File: config.mk
export PLATFORM = sky130hd
export DESIGN_NAME = sync_rx_master
export DESIGN_NICKNAME = d
export VERILOG_FILES = /design/src/rtl/srx_pkg.sv /design/src/rtl/srx_phase.sv /design/src/rtl/srx_shift.sv /design/src/rtl/srx_status.sv /design/src/rtl/srx_irq.sv /design/src/rtl/sync_rx_master.sv
export SDC_FILE = /design/constraint.sdc
export NUM_CORES = 1
export LEC_CHECK = 0
export ABC_AREA = 1
export CAP_MARGIN = 0
export CORE_MARGIN = 5
export CORE_UTILIZATION = 59
export DETAILED_ROUTE_END_ITERATION = 8
export PLACE_DENSITY = 0.85
export SYNTH_ARGS = -nofsm -noshare
export SYNTH_HDL_FRONTEND = slang
export SYNTH_SLANG_ARGS = --single-unit
File: constraint.sdc
create_clock -name clk_i -period 5.2 [get_ports clk_i]
set_clock_uncertainty 0.1 [all_clocks]
set_input_delay 1.3 -clock clk_i [delete_from_list [all_inputs] [get_ports clk_i]]
set_output_delay 1.3 -clock clk_i [all_outputs]
set_load 0.01 [all_outputs]
File: src/rtl/srx_pkg.sv
package srx_pkg;
  localparam int DMAX     = 8;
  localparam int FMAX     = DMAX + 2;
  localparam int CW       = $clog2(FMAX + 1);
  localparam int DIV      = 4;
  localparam int RISE_PH  = 0;
  localparam int SMP_PH   = 1;
  localparam int SHF_PH   = 2;

  typedef struct packed {
    logic len8;
    logic par_en;
    logic par_odd;
    logic mp_en;
    logic mp_filt;
  } cfg_t;

  typedef enum logic [1:0] {ST_IDLE, ST_WAIT, ST_XFER, ST_DONE} st_e;

  function automatic logic [CW-1:0] data_len(cfg_t c);
    return c.len8 ? CW'(DMAX) : CW'(DMAX - 1);
  endfunction

  function automatic logic [CW-1:0] frame_bits(cfg_t c);
    return data_len(c) + CW'(c.par_en) + CW'(c.mp_en);
  endfunction
endpackage

File: src/rtl/srx_phase.sv
module srx_phase #(
  parameter int DIV     = 4,
  parameter int RISE_PH = 0,
  parameter int SMP_PH  = 1,
  parameter int SHF_PH  = 2
) (
  input  logic clk_i,
  input  logic rst_ni,
  input  logic tick_i,
  output logic rise_o,
  output logic smp_o,
  output logic shf_o
);
  localparam int PW = (DIV > 1) ? $clog2(DIV) : 1;

  logic [PW-1:0] ph_q;

  always_ff @(posedge clk_i or negedge rst_ni) begin
    if (!rst_ni)      ph_q <= '0;
    else if (tick_i)  ph_q <= (ph_q == PW'(DIV - 1)) ? '0 : ph_q + 1'b1;
  end

  assign rise_o = tick_i && (ph_q == PW'(RISE_PH));
  assign smp_o  = tick_i && (ph_q == PW'(SMP_PH));
  assign shf_o  = tick_i && (ph_q == PW'(SHF_PH));
endmodule

File: src/rtl/srx_shift.sv
module srx_shift
  import srx_pkg::*;
(
  input  logic            clk_i,
  input  logic            rst_ni,
  input  logic            start_i,
  input  cfg_t            cfg_i,
  input  logic            rise_i,
  input  logic            smp_i,
  input  logic            shf_i,
  input  logic            sdi_i,
  output logic            sclk_o,
  output logic            busy_o,
  output logic            done_o,
  output cfg_t            cfg_o,
  output logic [FMAX-1:0] frame_o
);
  st_e             st_q;
  logic [CW-1:0]   cnt_q;
  logic            smp_q;
  logic            sclk_q;
  logic [FMAX-1:0] sreg_q;
  cfg_t            cfg_q;
  logic            last;

  assign last = (cnt_q == frame_bits(cfg_q) - CW'(1));

  always_ff @(posedge clk_i or negedge rst_ni) begin
    if (!rst_ni) begin
      st_q   <= ST_IDLE;
      cnt_q  <= '0;
      smp_q  <= 1'b0;
      sclk_q <= 1'b1;
      sreg_q <= '0;
      cfg_q  <= '0;
    end else begin
      unique case (st_q)
        ST_IDLE: if (start_i) begin
          cfg_q  <= cfg_i;
          sreg_q <= '0;
          st_q   <= ST_WAIT;
        end
        ST_WAIT: if (shf_i) begin
          sclk_q <= 1'b0;
          cnt_q  <= '0;
          st_q   <= ST_XFER;
        end
        ST_XFER: begin
          if (rise_i) sclk_q <= 1'b1;
          if (smp_i)  smp_q  <= sdi_i;
          if (shf_i) begin
            sreg_q[cnt_q] <= smp_q;
            if (last) st_q <= ST_DONE;
            else begin
              sclk_q <= 1'b0;
              cnt_q  <= cnt_q + 1'b1;
            end
          end
        end
        ST_DONE: st_q <= ST_IDLE;
        default: st_q <= ST_IDLE;
      endcase
    end
  end

  assign sclk_o  = sclk_q;
  assign busy_o  = (st_q != ST_IDLE);
  assign done_o  = (st_q == ST_DONE);
  assign cfg_o   = cfg_q;
  assign frame_o = sreg_q;
endmodule

File: src/rtl/srx_status.sv
module srx_status
  import srx_pkg::*;
(
  input  logic            clk_i,
  input  logic            rst_ni,
  input  logic            done_i,
  input  cfg_t            cfg_i,
  input  logic [FMAX-1:0] frame_i,
  input  logic            buf_rd_i,
  input  logic            err_clr_i,
  output logic [DMAX-1:0] buf_o,
  output logic            ovr_o,
  output logic            perr_o,
  output logic            acc_o
);
  logic [DMAX-1:0] data;
  logic [CW-1:0]   dl, mi;
  logic            pbit, mpc, par_bad;
  logic            unread_q, ovr_q, perr_q;
  logic [DMAX-1:0] buf_q;

  always_comb begin
    dl      = data_len(cfg_i);
    mi      = dl + CW'(cfg_i.par_en);
    data    = cfg_i.len8 ? frame_i[DMAX-1:0] : {1'b0, frame_i[DMAX-2:0]};
    pbit    = frame_i[dl];
    mpc     = frame_i[mi];
    par_bad = cfg_i.par_en && ((^data ^ pbit) != cfg_i.par_odd);
  end

  // Filtered frames neither load nor interrupt
  assign acc_o = done_i && !(cfg_i.mp_en && cfg_i.mp_filt && !mpc);

  always_ff @(posedge clk_i or negedge rst_ni) begin
    if (!rst_ni) begin
      buf_q    <= '0;
      unread_q <= 1'b0;
      ovr_q    <= 1'b0;
      perr_q   <= 1'b0;
    end else begin
      if (acc_o) begin
        buf_q    <= data;
        unread_q <= 1'b1;
      end else if (buf_rd_i) begin
        unread_q <= 1'b0;
      end
      if (acc_o && unread_q) ovr_q <= 1'b1;
      else if (err_clr_i)    ovr_q <= 1'b0;
      if (acc_o && par_bad)  perr_q <= 1'b1;
      else if (err_clr_i)    perr_q <= 1'b0;
    end
  end

  assign buf_o  = buf_q;
  assign ovr_o  = ovr_q;
  assign perr_o = perr_q;
endmodule

File: src/rtl/srx_irq.sv
module srx_irq (
  input  logic clk_i,
  input  logic rst_ni,
  input  logic req_i,
  input  logic insn_start_i,
  input  logic irq_ack_i,
  output logic irq_o,
  output logic irq_flag_o
);
  logic pend_q, irq_q, flag_q, fire;

  assign fire = pend_q && insn_start_i;

  always_ff @(posedge clk_i or negedge rst_ni) begin
    if (!rst_ni) begin
      pend_q <= 1'b0;
      irq_q  <= 1'b0;
      flag_q <= 1'b0;
    end else begin
      if (req_i)     pend_q <= 1'b1;
      else if (fire) pend_q <= 1'b0;
      irq_q <= fire;
      if (fire)           flag_q <= 1'b1;
      else if (irq_ack_i) flag_q <= 1'b0;
    end
  end

  assign irq_o      = irq_q;
  assign irq_flag_o = flag_q;
endmodule

File: src/rtl/sync_rx_master.sv
module sync_rx_master
  import srx_pkg::*;
(
  input  logic            clk_i,
  input  logic            rst_ni,
  input  logic            baud_tick_i,
  input  logic            en_set_i,
  input  logic            len8_i,
  input  logic            par_en_i,
  input  logic            par_odd_i,
  input  logic            mp_en_i,
  input  logic            mp_filt_i,
  input  logic            sdi_i,
  input  logic            buf_rd_i,
  input  logic            err_clr_i,
  input  logic            insn_start_i,
  input  logic            irq_ack_i,
  output logic            sclk_o,
  output logic            free_o,
  output logic            en_o,
  output logic [DMAX-1:0] buf_o,
  output logic            ovr_o,
  output logic            perr_o,
  output logic            irq_o,
  output logic            irq_flag_o
);
  logic            rise, smp, shf, busy, done, acc;
  cfg_t            cfg_in, cfg_q;
  logic [FMAX-1:0] frame;

  assign cfg_in = '{len8: len8_i, par_en: par_en_i, par_odd: par_odd_i,
                    mp_en: mp_en_i, mp_filt: mp_filt_i};

  srx_phase #(.DIV(DIV), .RISE_PH(RISE_PH), .SMP_PH(SMP_PH), .SHF_PH(SHF_PH)) u_phase (
    .clk_i, .rst_ni, .tick_i(baud_tick_i), .rise_o(rise), .smp_o(smp), .shf_o(shf)
  );

  srx_shift u_shift (
    .clk_i, .rst_ni, .start_i(en_set_i && !busy), .cfg_i(cfg_in),
    .rise_i(rise), .smp_i(smp), .shf_i(shf), .sdi_i,
    .sclk_o, .busy_o(busy), .done_o(done), .cfg_o(cfg_q), .frame_o(frame)
  );

  srx_status u_status (
    .clk_i, .rst_ni, .done_i(done), .cfg_i(cfg_q), .frame_i(frame),
    .buf_rd_i, .err_clr_i, .buf_o, .ovr_o, .perr_o, .acc_o(acc)
  );

  srx_irq u_irq (
    .clk_i, .rst_ni, .req_i(acc), .insn_start_i, .irq_ack_i, .irq_o, .irq_flag_o
  );

  assign free_o = !busy;
  assign en_o   = busy;
endmodule

Word level (Yosys, flattened, before mapping)
Index checks and enable logic that the tools add are counted.
{ "totals": {"regBits": 39, "inputBits": 14, "output_inout_bits": 15, "elab_cells": 109} }
{ "classes": {"n_addsub": 5, "n_lt_le_gt_ge": 4, "n_eq_ne": 13, "n_mux": 36, "bitwise": 1, "n_reduce_logical": 32} }
{ "op_table": {"columns": ["operator", "n"], "rows": [
  ["$mux W10", 2],
  ["$pmux W10 S2", 1],
  ["$mux W1", 16],
  ["$mux W4", 4],
  ["$reduce_bool A2 Y1", 8],
  ["$lt A4 B5 Y1 const B", 3],
  ["$logic_and A1 B1 Y1", 12],
  ["$bwmux W10", 1],
  ["$mux W2", 5],
  ["$add A4 B1 Y4", 2],
  ["$bmux W1 S4", 2],
  ["$eq A2 B2 Y1 const B", 4],
  ["$mux W8", 1],
  ["$pmux W2 S4", 1],
  ["$pmux W4 S2", 1],
  ["$reduce_and A4 Y1", 2],
  ["$reduce_xor A8 Y1", 1],
  ["$ne A2 B2 Y1 const B", 3],
  ["$reduce_and A2 Y1", 3],
  ["$add A4 B1 Y4 const B", 1],
  ["$demux W1 S4", 1],
  ["$eq A2 B1 Y1 const B", 2],
  ["$eq A4 B4 Y1", 1],
  ["$ge A4 B1 Y1 const B", 1],
  ["other kinds (9)", 13]
]} }

Depth between registers and ports, before layout
Gate-level depths: netlist (run 1).
{ "logic_depth": {"word_depth": 10, "depth_mapped": 13, "depth_no_buf": 12} }

Cells and area by module
A second synthesis (run 1) with hierarchy kept.
{ "unflattened": {"cells_unflattened": 308, "hier_area_um2": 2357.3} }
{ "modules_own_cells": {"columns": ["mod", "instances", "cells_each", "area_each_um2", "seq_area_each_um2"], "rows": [
  ["srx_shift", 1, 163, 1318.8, 576.8],
  ["srx_status", 1, 109, 758.2, 275.3],
  ["srx_phase", 1, 21, 157.7, 50.0],
  ["srx_irq", 1, 12, 108.9, 75.1],
  ["sync_rx_master", 1, 3, 13.8, 0.0]
]} }

Worst setup path after synthesis (run 1)
OpenSTA, ideal clock, no wires.
{ "synth_path": {"path_kind": "flip-flop to output port", "startpoint": "register u_shift.st_q[0]", "endpoint": "output port en_o", "arrival_ps": 861, "setup_slack_ps": 2939, "path_stages_with_launch": 4, "n_path_buf": 0, "path_cell_list": "dfrtp_1 > inv_1 > ha_1 > inv_1"} }
{ "synth_via": {"elab_chain_len": 1} }
{ "synth_rtl": {"columns": ["element", "line", "source"], "rows": [
  ["from (decl)", "srx_shift.sv:18", "st_e st_q;"],
  ["from (signal assigned)", "srx_shift.sv:30", "st_q <= ST_IDLE;"],
  ["from (signal assigned)", "srx_shift.sv:41", "st_q <= ST_WAIT;"],
  ["from (signal assigned)", "srx_shift.sv:46", "st_q <= ST_XFER;"],
  ["$reduce_bool A2 Y1", "srx_shift.sv:67", "assign busy_o = (st_q != ST_IDLE);"],
  ["to (decl)", "sync_rx_master.sv:20", "output logic en_o,"]
]} }
No other way between the ends.

Worst setup path after layout (run 1)
Ends and elaborated chain as after synthesis.

==> flow_results.org, run 1 <==
** Status
- The run finished with clean final reports.

** Global route
- Overflow left after global routing :: 0
- The number of global-route vias before repair came to between 1500 and 2000.
- The first global-routing pass estimated 7527 um of wire.
- Pin count of the biggest net entering global routing :: 40
- Antenna violations before repair :: 0
- Global routing used 18.18% of the available tracks.

** Clock network
- Counting every sink on the clock net gives 39.
- Post-CTS Setup Inserts :: 0
- After clock tree synthesis, the clock-pin slew on the worst setup and hold paths is approximately 70 ps.
- The H-tree generated during clock tree synthesis spans 2 levels.
- The tree is rooted in a sky130_fd_sc_hd__clkbuf_8.
- In this run the deepest clock path goes through 2 buffers.
- Counting the buffers created by CTS gives 5.
- CTS tree :: done
- Total of cells resized after clock tree synthesis :: 0
- The clock reaches the later pin of the worst-skew pair after 290 ps.
- In this run, post-CTS hold repair placed 0 buffers.

** Die
- Num rows :: 22
- I/O Pins :: 29
- The region available for standard cell placement spans 3661 um^2.
- The floorplan step defined a die boundary enclosing about 5100 um^2.
- For this configuration, the core starts out at a cell density of between 60 and 70%.
- In this run the horizontal extent of the chip is about 71 um.
- The die is slightly above 70 um tall.

** Hold path
- In this run the most critical hold path is launched from u_status.buf_o[6].
- Hold Path Sink :: u_status.buf_o[6]
- Kind of path behind the tightest hold check :: flop to flop
- Cell depth of the worst hold path :: 2

** Routing
- Vias per Instance :: 5.040
- # DRC :: 0
- Routed vias :: 1784
- Final WL :: 4090 um
- The detailed router finished its first iteration with 93 violations.
- Drt pass-1 iters :: 4
- Remaining antenna violation count after routing :: 0
- Per-cell routed wire length :: 11.55 um

** Setup path
- Critical path, cell by cell :: inv_1 -> ha_1 -> inv_1 -> clkdlybuf4s50_1
- Reg-to-Reg Start :: u_shift.st_q[0]
- Arrival time worst endpoint :: approximately 1700 ps
- FF-to-FF setup slack :: ~3000 ps
- Endpoint of the worst-slack reg-to-reg timing path :: u_shift.frame_o[0]
- R2r worst-path depth :: 8
- The number of buffers and inverters on the critical path is 3.
- Biggest fanout along the worst timing path :: 4
- Startpoint class of the critical path :: flop
- STA classifies the critical path endpoint as an output pin.
- Broken down by cell family, the worst path's largest delay share belongs to buffers and inverters.
- Critical path's most frequent cell :: sky130_fd_sc_hd__inv_1
- Worst-path cell with the longest stage delay :: sky130_fd_sc_hd__clkdlybuf4s50_1
- For this run, the slowest stage of the critical path takes ~550 ps.
- The worst setup path is of the flop to output pin kind.
- For the worst setup path, the data required time is 3800 ps.

** Timing
- The routed design could run at a clock period as short as ~3100 ps.
- Number of failing hold endpoints at the final stage :: 0
- Worst slew margin relative to its limit :: approximately 44%
- Unrepaired setup endpoints after global routing :: false
- Adding up every negative setup slack in the final design gives 0 ps.
- Setup violations remaining at the end of the flow were counted as 0.
- Tightest hold margin :: between 300 and 400 ps
- Pin slew with the least headroom to its limit :: between 800 and 900 ps
- Maximum clock frequency :: between 0.3 and 0.4 GHz
- The max-slew violation total from the final report is 0.
- The worst path uses about three fifths of the clock period.

** Logic synthesis
- The netlist uses 31 different library cells.
- Sequential cells were found to cover 44.02% of the synthesized design area.
- Cell accounting for the most synthesized area :: sky130_fd_sc_hd__dfrtp_1
- Synthesis produced a netlist whose cell count is around 280.
- The cell area that synthesis handed to floorplanning was between 2000 and 2500 um^2.
- YS warnings :: 0
- Dominant cells by area after synthesis :: sky130_fd_sc_hd__dfrtp_1 43%, sky130_fd_sc_hd__nand2_1 11%, sky130_fd_sc_hd__ha_1 7.9%
- Synthesized net count :: around 300
- The top cell type by area accounts for 42.84% of the synthesized area.
- Synthesis inferred 39 register bits.
- The average instance in the mapped netlist occupies roughly 8 um^2.

** Final layout
- Measured on the finished design, the core utilization comes to between 70% and 80%.
- Antenna Diode Count :: 0
- The top cell types in the final layout, fill and taps aside, are 67 x sky130_fd_sc_hd__nand2_1, 44 x sky130_fd_sc_hd__inv_1, 38 x sky130_fd_sc_hd__dfrtp_1.
- Share of post-route cells with drive strength above 1 :: 7.843%
- Final std cells w/o fill :: ~350
- Layout overhead on the synthesized area :: 17.02%
- Count of filler cells inserted in the layout :: around 290
- The library cell used most frequently in the layout, excluding fill and tap cells, is sky130_fd_sc_hd__nand2_1.
- In the final design database the tool counted 334 nets.

** Placed design
- During placement, the flow inserted port buffers numbering 28.
- Estimated wirelength of the detail-placed design :: between 3000 and 4000 um
- Including well taps, the total number of placed cells is about 350.
- The congestion estimate from routability-driven global placement came to 0.8400.

** Power
- Total power draw :: about 0.0013 W
- Static leakage power :: around 1.3 nW
- Dividing total power by cell area gives a power density of ~500 nW/um^2.
- Worst-case vdd ir drop :: 0.2674 mV

** Flow run
- Number of violations of the max-capacitance limit :: 0
[worst reg2reg max path, delay by kind of cell, from the launching register on]
kind	cells	cell delay (ps)
buffers and inverters	3	330
AOI/OAI and AO/OA	2	410
adders and majority gates	1	640
and+or+nand+nor	2	220
DFF	1	420
[worst max path at each step]
stage	from	end	slack (ps)	cells after the start
after floorplan	u_shift.st_q[0]	en_o	2940	3
after global placement	baud_tick_i	u_shift.st_q[1]	2440	8
after detailed placement	baud_tick_i	u_shift.frame_o[0]	2390	7
after CTS	u_shift.st_q[0]	en_o	2070	4
after global routing	u_shift.st_q[0]	en_o	1990	4
final	u_shift.st_q[0]	en_o	2080	4
[metrics by stage]
stage	setup slack [ps]	area, um^2
2_1_floorplan	2939	2220
3_3_place_gp	2441	2512
3_5_place_dp	2386	2512
4_1_cts	2072	2597
5_1_grt	1993	2597
6_report	2079	2597
[routing by layer]
layer	global-route usage (%)	routed length [um]	up-vias
met3	5.049	147	8
met4	6.889	63	0
li1	-	-	934
met5	0	0	-
met1	21.96	1911	819
met2	30.82	1968	23
[cells in the mapped netlist]
cell type and n:
sky130_fd_sc_hd__a21oi_1 13, sky130_fd_sc_hd__a21oi_2 1, sky130_fd_sc_hd__a31oi_1 2, sky130_fd_sc_hd__buf_1 1, sky130_fd_sc_hd__buf_2 1, sky130_fd_sc_hd__buf_6 3, sky130_fd_sc_hd__clkinv_2 1, sky130_fd_sc_hd__dfrtp_1 38
sky130_fd_sc_hd__dfstp_2 1, sky130_fd_sc_hd__fa_1 1, sky130_fd_sc_hd__ha_1 14, sky130_fd_sc_hd__inv_1 44, sky130_fd_sc_hd__inv_2 2, sky130_fd_sc_hd__mux2_2 2, sky130_fd_sc_hd__nand2_1 67, sky130_fd_sc_hd__nand2_2 5
sky130_fd_sc_hd__nand2_4 1, sky130_fd_sc_hd__nand3_1 14, sky130_fd_sc_hd__nand3_4 1, sky130_fd_sc_hd__nand3b_1 2, sky130_fd_sc_hd__nand4_1 3, sky130_fd_sc_hd__nor2_1 17, sky130_fd_sc_hd__nor2_2 1, sky130_fd_sc_hd__nor3_1 1
sky130_fd_sc_hd__o21ai_0 19, sky130_fd_sc_hd__o21ai_1 4, sky130_fd_sc_hd__o21ai_2 1, sky130_fd_sc_hd__o22ai_1 9, sky130_fd_sc_hd__or2_1 2, sky130_fd_sc_hd__xnor2_1 1, sky130_fd_sc_hd__xor2_1 3
[report_power, final]
group / switching (W) / total, W / internal [W]
registers: 0.0000652 / 0.000451 / 0.000386
clock network: 0.000105 / 0.000199 / 0.0000936
logic: 0.000389 / 0.000649 / 0.000260
total: 0.000559 / 0.00130 / 0.000739
[state kept, by name, summed over array words and instances, names as in the netlist]
signal	flops
u_shift.frame_o	10
u_status.buf_o	8
u_shift.cfg_o	5
u_shift.cnt_q	4
u_phase.ph_q	2
u_shift.st_q	2
u_irq.irq_flag_o	1
u_irq.irq_o	1
u_irq.pend_q	1
u_shift.sclk_o	1
u_shift.smp_q	1
u_status.ovr_o	1
u_status.perr_o	1
u_status.unread_q	1
[area by class of cell]
| cell class | instances | area (um^2) | share of cell area [%] |
|---|---|---|---|
| clock inverters | 2 | 12.51 | 0.4817 |
| inverters | 47 | 177.7 | 6.840 |
| well taps | 48 | 60.06 | 2.312 |
| flip-flops and latches | 39 | 977.2 | 37.62 |
| multi-input cells | 184 | 1022 | 39.35 |
| repair buffers | 28 | 275.3 | 10.60 |
| clock buffers | 6 | 72.57 | 2.794 |
[kinds of logic after synthesis]
kind of cell	count (synthesis)	share of synthesized area (%)
and+or+nand+nor	114	22.66
buffers and inverters	52	9.921
AOI/OAI and AO/OA	49	12.01
DFF	39	44.02
adders and majority gates	15	8.794
xor gates and xnor gates	4	1.579
muxes	2	1.015
(Power assumes the default switching activity.)
==> inputs of run 2 (changes only) <==
--- a/config.mk
+++ b/config.mk
@@ -8,9 +8,9 @@
 export ABC_AREA = 1
 export CAP_MARGIN = 0
 export CORE_MARGIN = 5
-export CORE_UTILIZATION = 59
+export CORE_UTILIZATION = 55
 export DETAILED_ROUTE_END_ITERATION = 8
-export PLACE_DENSITY = 0.85
+export PLACE_DENSITY = 0.8
 export SYNTH_ARGS = -nofsm -noshare
 export SYNTH_HDL_FRONTEND = slang
 export SYNTH_SLANG_ARGS = --single-unit
==> constraint.sdc (replaced) <==
create_clock -name clk_i -period 3 [get_ports clk_i]
set_clock_uncertainty 0.1 [all_clocks]
set_input_delay 0.75 -clock clk_i [delete_from_list [all_inputs] [get_ports clk_i]]
set_output_delay 0.75 -clock clk_i [all_outputs]
set_load 0.01 [all_outputs]
==> run 2 against run 1 <==
Via count fell by 0.78%. Count of clock-buffer cells in the layout unchanged. Global-route usage down 1.2 points. Sequential share of layout area decreased by 0.82 points. Core utilization decreased by 3.6 points. Routed wire length hardly changed. Final cell count increased by 0.85%. Critical path depth unchanged. Clock power rose to 2.6 times the previous value. Design area rose by 2.2%.
==> flow_results.org, run 2 (synthesized netlist as in run 1, its figures left out) <==
** Status
- Status :: completed (unchanged)

** Final layout
- The footprint of the multi-input gates was 1022 um^2 (unchanged).
- Net count reported at finish :: 335 (was 334)
- The ratio of cells with drive above 1 in the final layout is 8.143% (was 7.843%).
- Most used cells in the layout excluding fill and tap cells :: 67 x sky130_fd_sc_hd__nand2_1, 44 x sky130_fd_sc_hd__inv_1, 38 x sky130_fd_sc_hd__dfrtp_1 (unchanged)
- The flip-flop count of the largest register, all copies and words added was 10 (unchanged).
- Layout overhead on the synthesized area :: 19.62% (was 17.02%)
- Antenna Diode Count :: 0 (unchanged)
- The commonest non-fill, non-tap cell in the layout is sky130_fd_sc_hd__nand2_1 (unchanged).
- The area of all placed cells without fillers is 2655 um^2 (was 2597 um^2).
- The total area of sequential cells is 977.2 um^2 (unchanged).
- The final-layout fill cell count is 324 (was 291).

** Routing
- The detailed-routing wirelength on met1 came to 1905 um (was 1911 um).
- Routed vias :: 1770 (was 1784)
- Drt initial violations :: 109 (was 93)
- The routed wire length on met3 is 162 um (was 147 um).
- The highest signal layer in the routed design is met4 (unchanged).
- Met2 WL :: 1978 um (was 1968 um)
- Vias per Instance :: 4.958 (was 5.040)
- Per-cell routed wire length :: 11.45 um (was 11.55 um)
- Final WL :: 4089 um (was 4090 um)
- The number of optimization iterations in the first detailed-route pass came to 5 (was 4).
- The remaining routing DRC violations is 0 (unchanged).
- Remaining antenna violation count after routing :: 0 (unchanged)

** Global route
- The wire length of the first global-routing pass is 7217 um (was 7527 um).
- The all-layer global routing usage came to 16.96% (was 18.18%).
- Pin count of the biggest net entering global routing :: 40 (unchanged)
- The overall overflow remaining after global route is 0 (unchanged).
- Antenna violations before repair :: 0 (unchanged)
- Vias in the first global route :: 1704 (was 1797)

** Setup path
- Reg-to-Reg Start :: u_shift.cfg_o[4] (was u_shift.st_q[0])
- The cell seen most often among critical-path stages is sky130_fd_sc_hd__inv_1 (unchanged).
- Arrival time worst endpoint :: 1680 ps (was 1720 ps)
- FF-to-FF setup slack :: 990 ps (was 3010 ps)
- Start-to-end type of the worst setup path :: flop to output pin (unchanged)
- The highest fanout seen on the critical path was 4 (unchanged).
- The master of the slowest instance on the critical path was sky130_fd_sc_hd__clkdlybuf4s50_1 (unchanged).
- The worst-case reg-to-reg path depth is 9 (was 8).
- Critical path, cell by cell: inv_1 -> ha_1 -> inv_1 -> clkdlybuf4s50_1 (unchanged).
- The count of buffer and inverter cells on the critical path was 3 (unchanged).
- The family of cells with the greatest summed delay on the critical path was buffers and inverters (unchanged).
- Startpoint class of the critical path :: flop (unchanged)
- Endpoint of the worst-slack reg-to-reg timing path :: u_status.unread_q (was u_shift.frame_o[0])
- Crit-path max cell delay :: 540 ps (was 550 ps)
- Required time at the endpoint of the critical path :: 2150 ps (was 3800 ps)
- The critical path endpoint category was an output pin (unchanged).
- The launch point of the critical path is u_shift.st_q[0] (unchanged).

** Placed design
- Port Buf Inserts :: 28 (unchanged)
- The HPWL reported at the end of detailed placement is 3047 um (was 3157 um).
- The weighted congestion at the end of routability-driven global placement was 0.8647 (was 0.8400).
- The post-detailed-placement cell area was 2522 um^2 (was 2512 um^2).

** Clock network
- The number of sinks handled by clock tree synthesis came to 39 (unchanged).
- Root Driver :: sky130_fd_sc_hd__clkbuf_8 (unchanged)
- The maximum clock path buffer count came to 2 (unchanged).
- The clock slew seen by the registers of the worst setup and hold paths came to 80 ps (was 70 ps).
- The deepest level of the CTS H-tree is 2 (unchanged).
- Count of hold buffers inserted by post-cts repair :: 0 (unchanged)
- Skew-Pair Late Insertion Delay :: 290 ps (about the same)
- The buffers inserted during post-CTS setup optimization was 0 (unchanged).
- The number of cells upsized or downsized after cts is 0 (unchanged).
- CTS tree :: done (unchanged)
- Inserted Clock Buffers :: 5 (unchanged)

** Power
- The worst-case vdd ir drop is 0.4897 mV (was 0.2674 mV).
- Static leakage power :: 1.304 nW (was 1.275 nW)
- Cell area power density :: 911.2 nW/um^2 (was 499.9 nW/um^2)

** Timing
- The max-slew violation total from the final report is 0 (unchanged).
- Derived from the worst setup path, the maximum achievable clock frequency is approximately 0.40 GHz.
- The setup TNS came to 0 ps (unchanged).
- Pin slew with the least headroom to its limit :: 830.5 ps (was 837.1 ps)
- Unrepaired setup endpoints after global routing :: false (unchanged)
- Worst slew margin relative to its limit :: 44.63% (was 44.19%)
- Min cycle time layout :: 2526 ps
- Number of failing hold endpoints at the final stage :: 0 (unchanged)
- The setup violation total in the final timing report came to 0 (unchanged).
- The worst path uses between 80% and 90% of the clock period.

** Die
- I/O Pins :: 29 (unchanged)
- Area inside the core boundary :: 3943 um^2 (was 3661 um^2)
- The floorplan row count was 23 (was 22).
- Chip Height :: 73.53 um (was 71.34 um)
- The die footprint is 5406 um^2 (was 5089 um^2).
- Horizontal extent of the die :: 73.53 um (was 71.34 um)
- The initial core utilization is 56.30% (was 60.63%).

** Hold path
- Cell depth of the worst hold path :: 2 (unchanged)
- Hold Path Sink :: u_irq.irq_o (was u_status.buf_o[6])
- HP Start :: u_irq.pend_q (was u_status.buf_o[6])
- Kind of path behind the tightest hold check :: flop to flop (unchanged)

** Flow run
- The count of maximum capacitance violations was 0 (unchanged).
[run 2: metrics by stage]
stage	power, W	hold WS (ps)	std cells	util (%)	setup slack [ps]
final	0.002419	382.4	357	67.34	474.1
after detailed placement	0.001903	371.3	349	63.98	779.7
after global routing	0.002650	414.9	357	67.34	386.2
after floorplan	0.001632	348.8	275	-	1279
after CTS	0.002437	389.7	357	67.34	459.4
after global placement	0.001877	363.9	349	63.98	807.1
[run 2: worst register-to-register path: stages, from the launching register on]
cell and delay, ps:
sky130_fd_sc_hd__dfrtp_1 400, sky130_fd_sc_hd__inv_1 120, sky130_fd_sc_hd__ha_1 350, sky130_fd_sc_hd__or2_1 240, sky130_fd_sc_hd__nand3_1 80, sky130_fd_sc_hd__nand2_1 50, sky130_fd_sc_hd__inv_1 40, sky130_fd_sc_hd__nand2_1 60
sky130_fd_sc_hd__nand2_2 260, sky130_fd_sc_hd__o21ai_0 170
[run 2: worst max-delay path by stage]
stage                                  to  slack, ps  cells past startpoint
final                                en_o        470                      4
after global routing                 en_o        390                      4
after CTS                            en_o        460                      4
after detailed placement  u_shift.st_q[0]        780                      8
after global placement    u_shift.st_q[1]        810                      8
after floorplan           u_shift.st_q[0]       1280                      7
[run 2: area by class of cell]
cell class | instances | share of cell area [%]
Multi-Input combinational cell | 184 | 38.50
Sequential cell | 39 | 36.80
Clock inverter | 2 | 2.262
Clock buffer | 6 | 2.733
Tap cell | 50 | 2.356
Inverter | 47 | 6.692
Timing Repair Buffer | 29 | 10.65
[run 2: layer usage]
layer,vias to the layer above,GRT usage (%)
met5,-,0
met2,22,28.54
met3,5,4.925
li1,930,-
met1,813,21.28
met4,0,4.427
[run 2: power by group]
group | total (W) | switching [W] | internal (W)
clock | 0.000516 | 0.000183 | 0.000332
sequential | 0.000781 | 0.000113 | 0.000669
combinational | 0.00112 | 0.000665 | 0.000457
==> inputs of run 3 (changes only) <==
==> constraint.sdc (replaced) <==
create_clock -name clk_i -period 2.56 [get_ports clk_i]
set_clock_uncertainty 0.1 [all_clocks]
set_input_delay 0.64 -clock clk_i [delete_from_list [all_inputs] [get_ports clk_i]]
set_output_delay 0.64 -clock clk_i [all_outputs]
set_load 0.01 [all_outputs]
==> run 3 against run 2 <==
Routed wire length rose by 2.7%. Die area did not move. First-iteration DRC count fell by 25%. Count of clock-buffer cells in the layout fell by 1. Global-route usage rose by 0.47 points. Largest power group unchanged.
==> flow_results.org, run 3 (synthesized netlist as in run 1, its figures left out) <==
** Placed design
- Cell Count Post-Placement :: 349 (unchanged)
- The weighted congestion at the end of routability-driven global placement was 0.8597 (was 0.8647).
- The HPWL reported at the end of detailed placement is 3177 um (was 3047 um).
- The number of buffer cells added on primary ports came to 28 (unchanged).

** Setup path
- Critical path, cell by cell: inv_1 -> ha_1 -> inv_1 -> clkdlybuf4s50_1 (unchanged).
- Worst-path cell with the longest stage delay :: sky130_fd_sc_hd__clkdlybuf4s50_1 (unchanged)
- Buf+Inv Stages, Crit Path :: 3 (unchanged)
- Crit-path max cell delay :: 540 ps (about the same)
- The worst flop-to-flop path startpoint was u_shift.cfg_o[3] (was u_shift.cfg_o[4]).
- Worst path top cell family by delay :: buffers and inverters (unchanged)
- Critical path's most frequent cell :: sky130_fd_sc_hd__inv_1 (unchanged)
- The path type of the worst setup path was flop to output pin (unchanged).
- Startpoint of the worst setup timing path :: u_shift.st_q[0] (unchanged)
- Biggest fanout along the worst timing path :: 4 (unchanged)
- The worst endpoint data arrival time is 1680 ps (about the same).
- The required arrival time at the worst endpoint came to 1820 ps (was 2150 ps).
- Crit. End Element :: output pin (unchanged)
- The launching element type of the critical path is a flop (unchanged).

** Global route
- The wire length of the first global-routing pass was 7383 um (was 7217 um).
- GRT Total Usage :: 17.43% (was 16.96%)
- The number of global-route vias before repair was 1793 (was 1704).
- Pin count of the biggest net entering global routing :: 40 (unchanged)
- Antenna violations before repair :: 0 (unchanged)
- Overflow left after global routing :: 0 (unchanged)

** Timing
- Unrepaired setup endpoints after global routing: false (unchanged).
- Min cycle time layout :: 2422 ps
- The hold violation total from the final report was 0 (unchanged).
- Post-route clock period utilization :: approximately 95%
- The worst-margin pin slew came to 830.8 ps (was 830.5 ps).
- Final Slew Violations :: 0 (unchanged)
- The setup violation total in the final timing report came to 0 (unchanged).
- Timing would allow up to between 0.4 and 0.5 GHz.
- Total negative slack for setup checks :: 0 ps (unchanged)
- Worst slew margin relative to its limit :: 44.61% (was 44.63%)

** Die
- The die footprint is 5406 um^2 (unchanged).
- I/O Pins :: 29 (unchanged)
- Horizontal extent of the die :: 73.53 um (unchanged)
- Starting utilization of the core area :: 56.30% (unchanged)
- The area of the core was 3943 um^2 (unchanged).
- Chip Height :: 73.53 um (unchanged)
- The floorplan row count was 23 (unchanged).

** Final layout
- The count of nets after finishing was 335 (unchanged).
- Most used cells in the layout excluding fill and tap cells :: 67 x sky130_fd_sc_hd__nand2_1, 44 x sky130_fd_sc_hd__inv_1, 38 x sky130_fd_sc_hd__dfrtp_1 (unchanged)
- The final-layout fill cell count came to 327 (was 324).
- The commonest non-fill, non-tap cell in the layout was sky130_fd_sc_hd__nand2_1 (unchanged).
- The growth of design area from synthesis to finish is 18.71% (was 19.62%).
- The number of antenna diodes is 0 (unchanged).
- The ratio of cells with drive above 1 in the final layout is 8.469% (was 8.143%).
- Final std cells w/o fill :: 357 (unchanged)
- Largest register FFs :: 10 (unchanged)

** Flow run
- The count of maximum capacitance violations was 0 (unchanged).

** Clock network
- The hold buffer count at CTS came to 0 (unchanged).
- Number of sinks on the clock net :: 39 (unchanged)
- The deepest level of the CTS H-tree was 2 (unchanged).
- Clk slew on worst S/H paths :: 80 ps (about the same)
- Skew-Pair Late Insertion Delay :: 290 ps (about the same)
- Post-CTS Setup Inserts :: 0 (unchanged)
- Total of cells resized after clock tree synthesis :: 0 (unchanged)
- CTS tree :: done (unchanged)
- The number of clock buffers inserted by TritonCTS was 5 (unchanged).
- Root Driver :: sky130_fd_sc_hd__clkbuf_8 (unchanged)
- The maximum clock path buffer count is 2 (unchanged).

** Hold path
- Kind of path behind the tightest hold check :: input port to asynchronous set/reset pin (was flop to flop)

** Routing
- The average wire per standard cell came to 11.76 um (was 11.45 um).
- The post-detailed-route count of antenna-violating nets was 0 (unchanged).
- Routed vias :: 1817 (was 1770)
- The detailed router's first-iteration violation count is 82 (was 109).
- The mean number of vias per cell came to 5.090 (was 4.958).
- Drt pass-1 iters :: 4 (was 5)
- Final WL :: 4200 um (was 4089 um)
- # DRC :: 0 (unchanged)

** Power
- The leakage power total was 1.297 nW (was 1.304 nW).
- The power density over the cells was 1048 nW/um^2 (was 911.2 nW/um^2).
- The worst-case vdd ir drop is 0.5582 mV (was 0.4897 mV).

** Status
- Status :: completed (unchanged)
run 3: cell count changes in the layout (fill, tap and decap cells not counted):
cell,delta
sky130_fd_sc_hd__bufinv_16,-1
sky130_fd_sc_hd__clkbuf_1,-1
sky130_fd_sc_hd__clkinv_2,+1
sky130_fd_sc_hd__clkinv_4,+1
run 3: final cells by class:
type                            instances  area, um^2  area share, %
Clock inverter                          3       43.79          1.662
Sequential cell                        39       977.2          37.08
Multi-Input combinational cell        184        1022          38.79
Clock buffer                            5       68.82          2.612
Timing Repair Buffer                   29       282.8          10.73
Tap cell                               50       62.56          2.374
Inverter                               47       177.7          6.743
run 3: worst register-to-register path, stage by stage, from the launching register on:
cell and delay [ps]:
sky130_fd_sc_hd__dfrtp_1 370, sky130_fd_sc_hd__inv_1 180, sky130_fd_sc_hd__ha_1 310, sky130_fd_sc_hd__or2_1 240
sky130_fd_sc_hd__nand3_1 70, sky130_fd_sc_hd__nand2_1 50, sky130_fd_sc_hd__inv_1 40, sky130_fd_sc_hd__nand2_1 50
sky130_fd_sc_hd__nand2_2 260, sky130_fd_sc_hd__o21ai_0 160
run 3: final timing paths:
kind | endpoint | cells past startpoint | slack [ps]
worst max-delay path | en_o | 4 | 140
worst min-delay path | u_irq.irq_flag_o | 1 | 340
worst max register to register | u_irq.pend_q | 9 | 590
worst min register to register | u_status.buf_o[5] | 2 | 390
max in group asynchronous | u_shift.cfg_o[2] | 1 | 1500
min in group clk_i | u_status.buf_o[5] | 2 | 390
run 3: metrics by stage:
| stage | cell area (um^2) | hold slack, ps | setup slack [ps] | utilization, % | power [W] |
|---|---|---|---|---|---|
| final | 2635 | 340.4 | 137.6 | 66.84 | 0.002762 |
| after global routing | 2635 | 416.4 | 58.46 | 66.84 | 0.003017 |
| after CTS | 2635 | 375.8 | 126.6 | 66.84 | 0.002788 |
| after detailed placement | 2522 | 372.5 | 402.6 | 63.98 | 0.002250 |
| after global placement | 2522 | 363.8 | 475.1 | 63.98 | 0.002201 |
| after floorplan | 2220 | 244.4 | 838.6 | - | 0.001912 |
run 3: report_power, final:
group          leakage (nW)  internal, W  total, W  switching [W]
logic                 0.727     0.000536   0.00133       0.000794
clock network        0.0581     0.000290  0.000517       0.000227
registers             0.512     0.000783  0.000915       0.000132
run 3: metal layers:
layer	up-vias	share of wire [%]	global-route usage, %
met5	-	0	0
met3	8	4.7	4.514
met4	0	1.2	5.835
li1	933	-	-
met1	842	43	20.51
met2	34	51	30.61
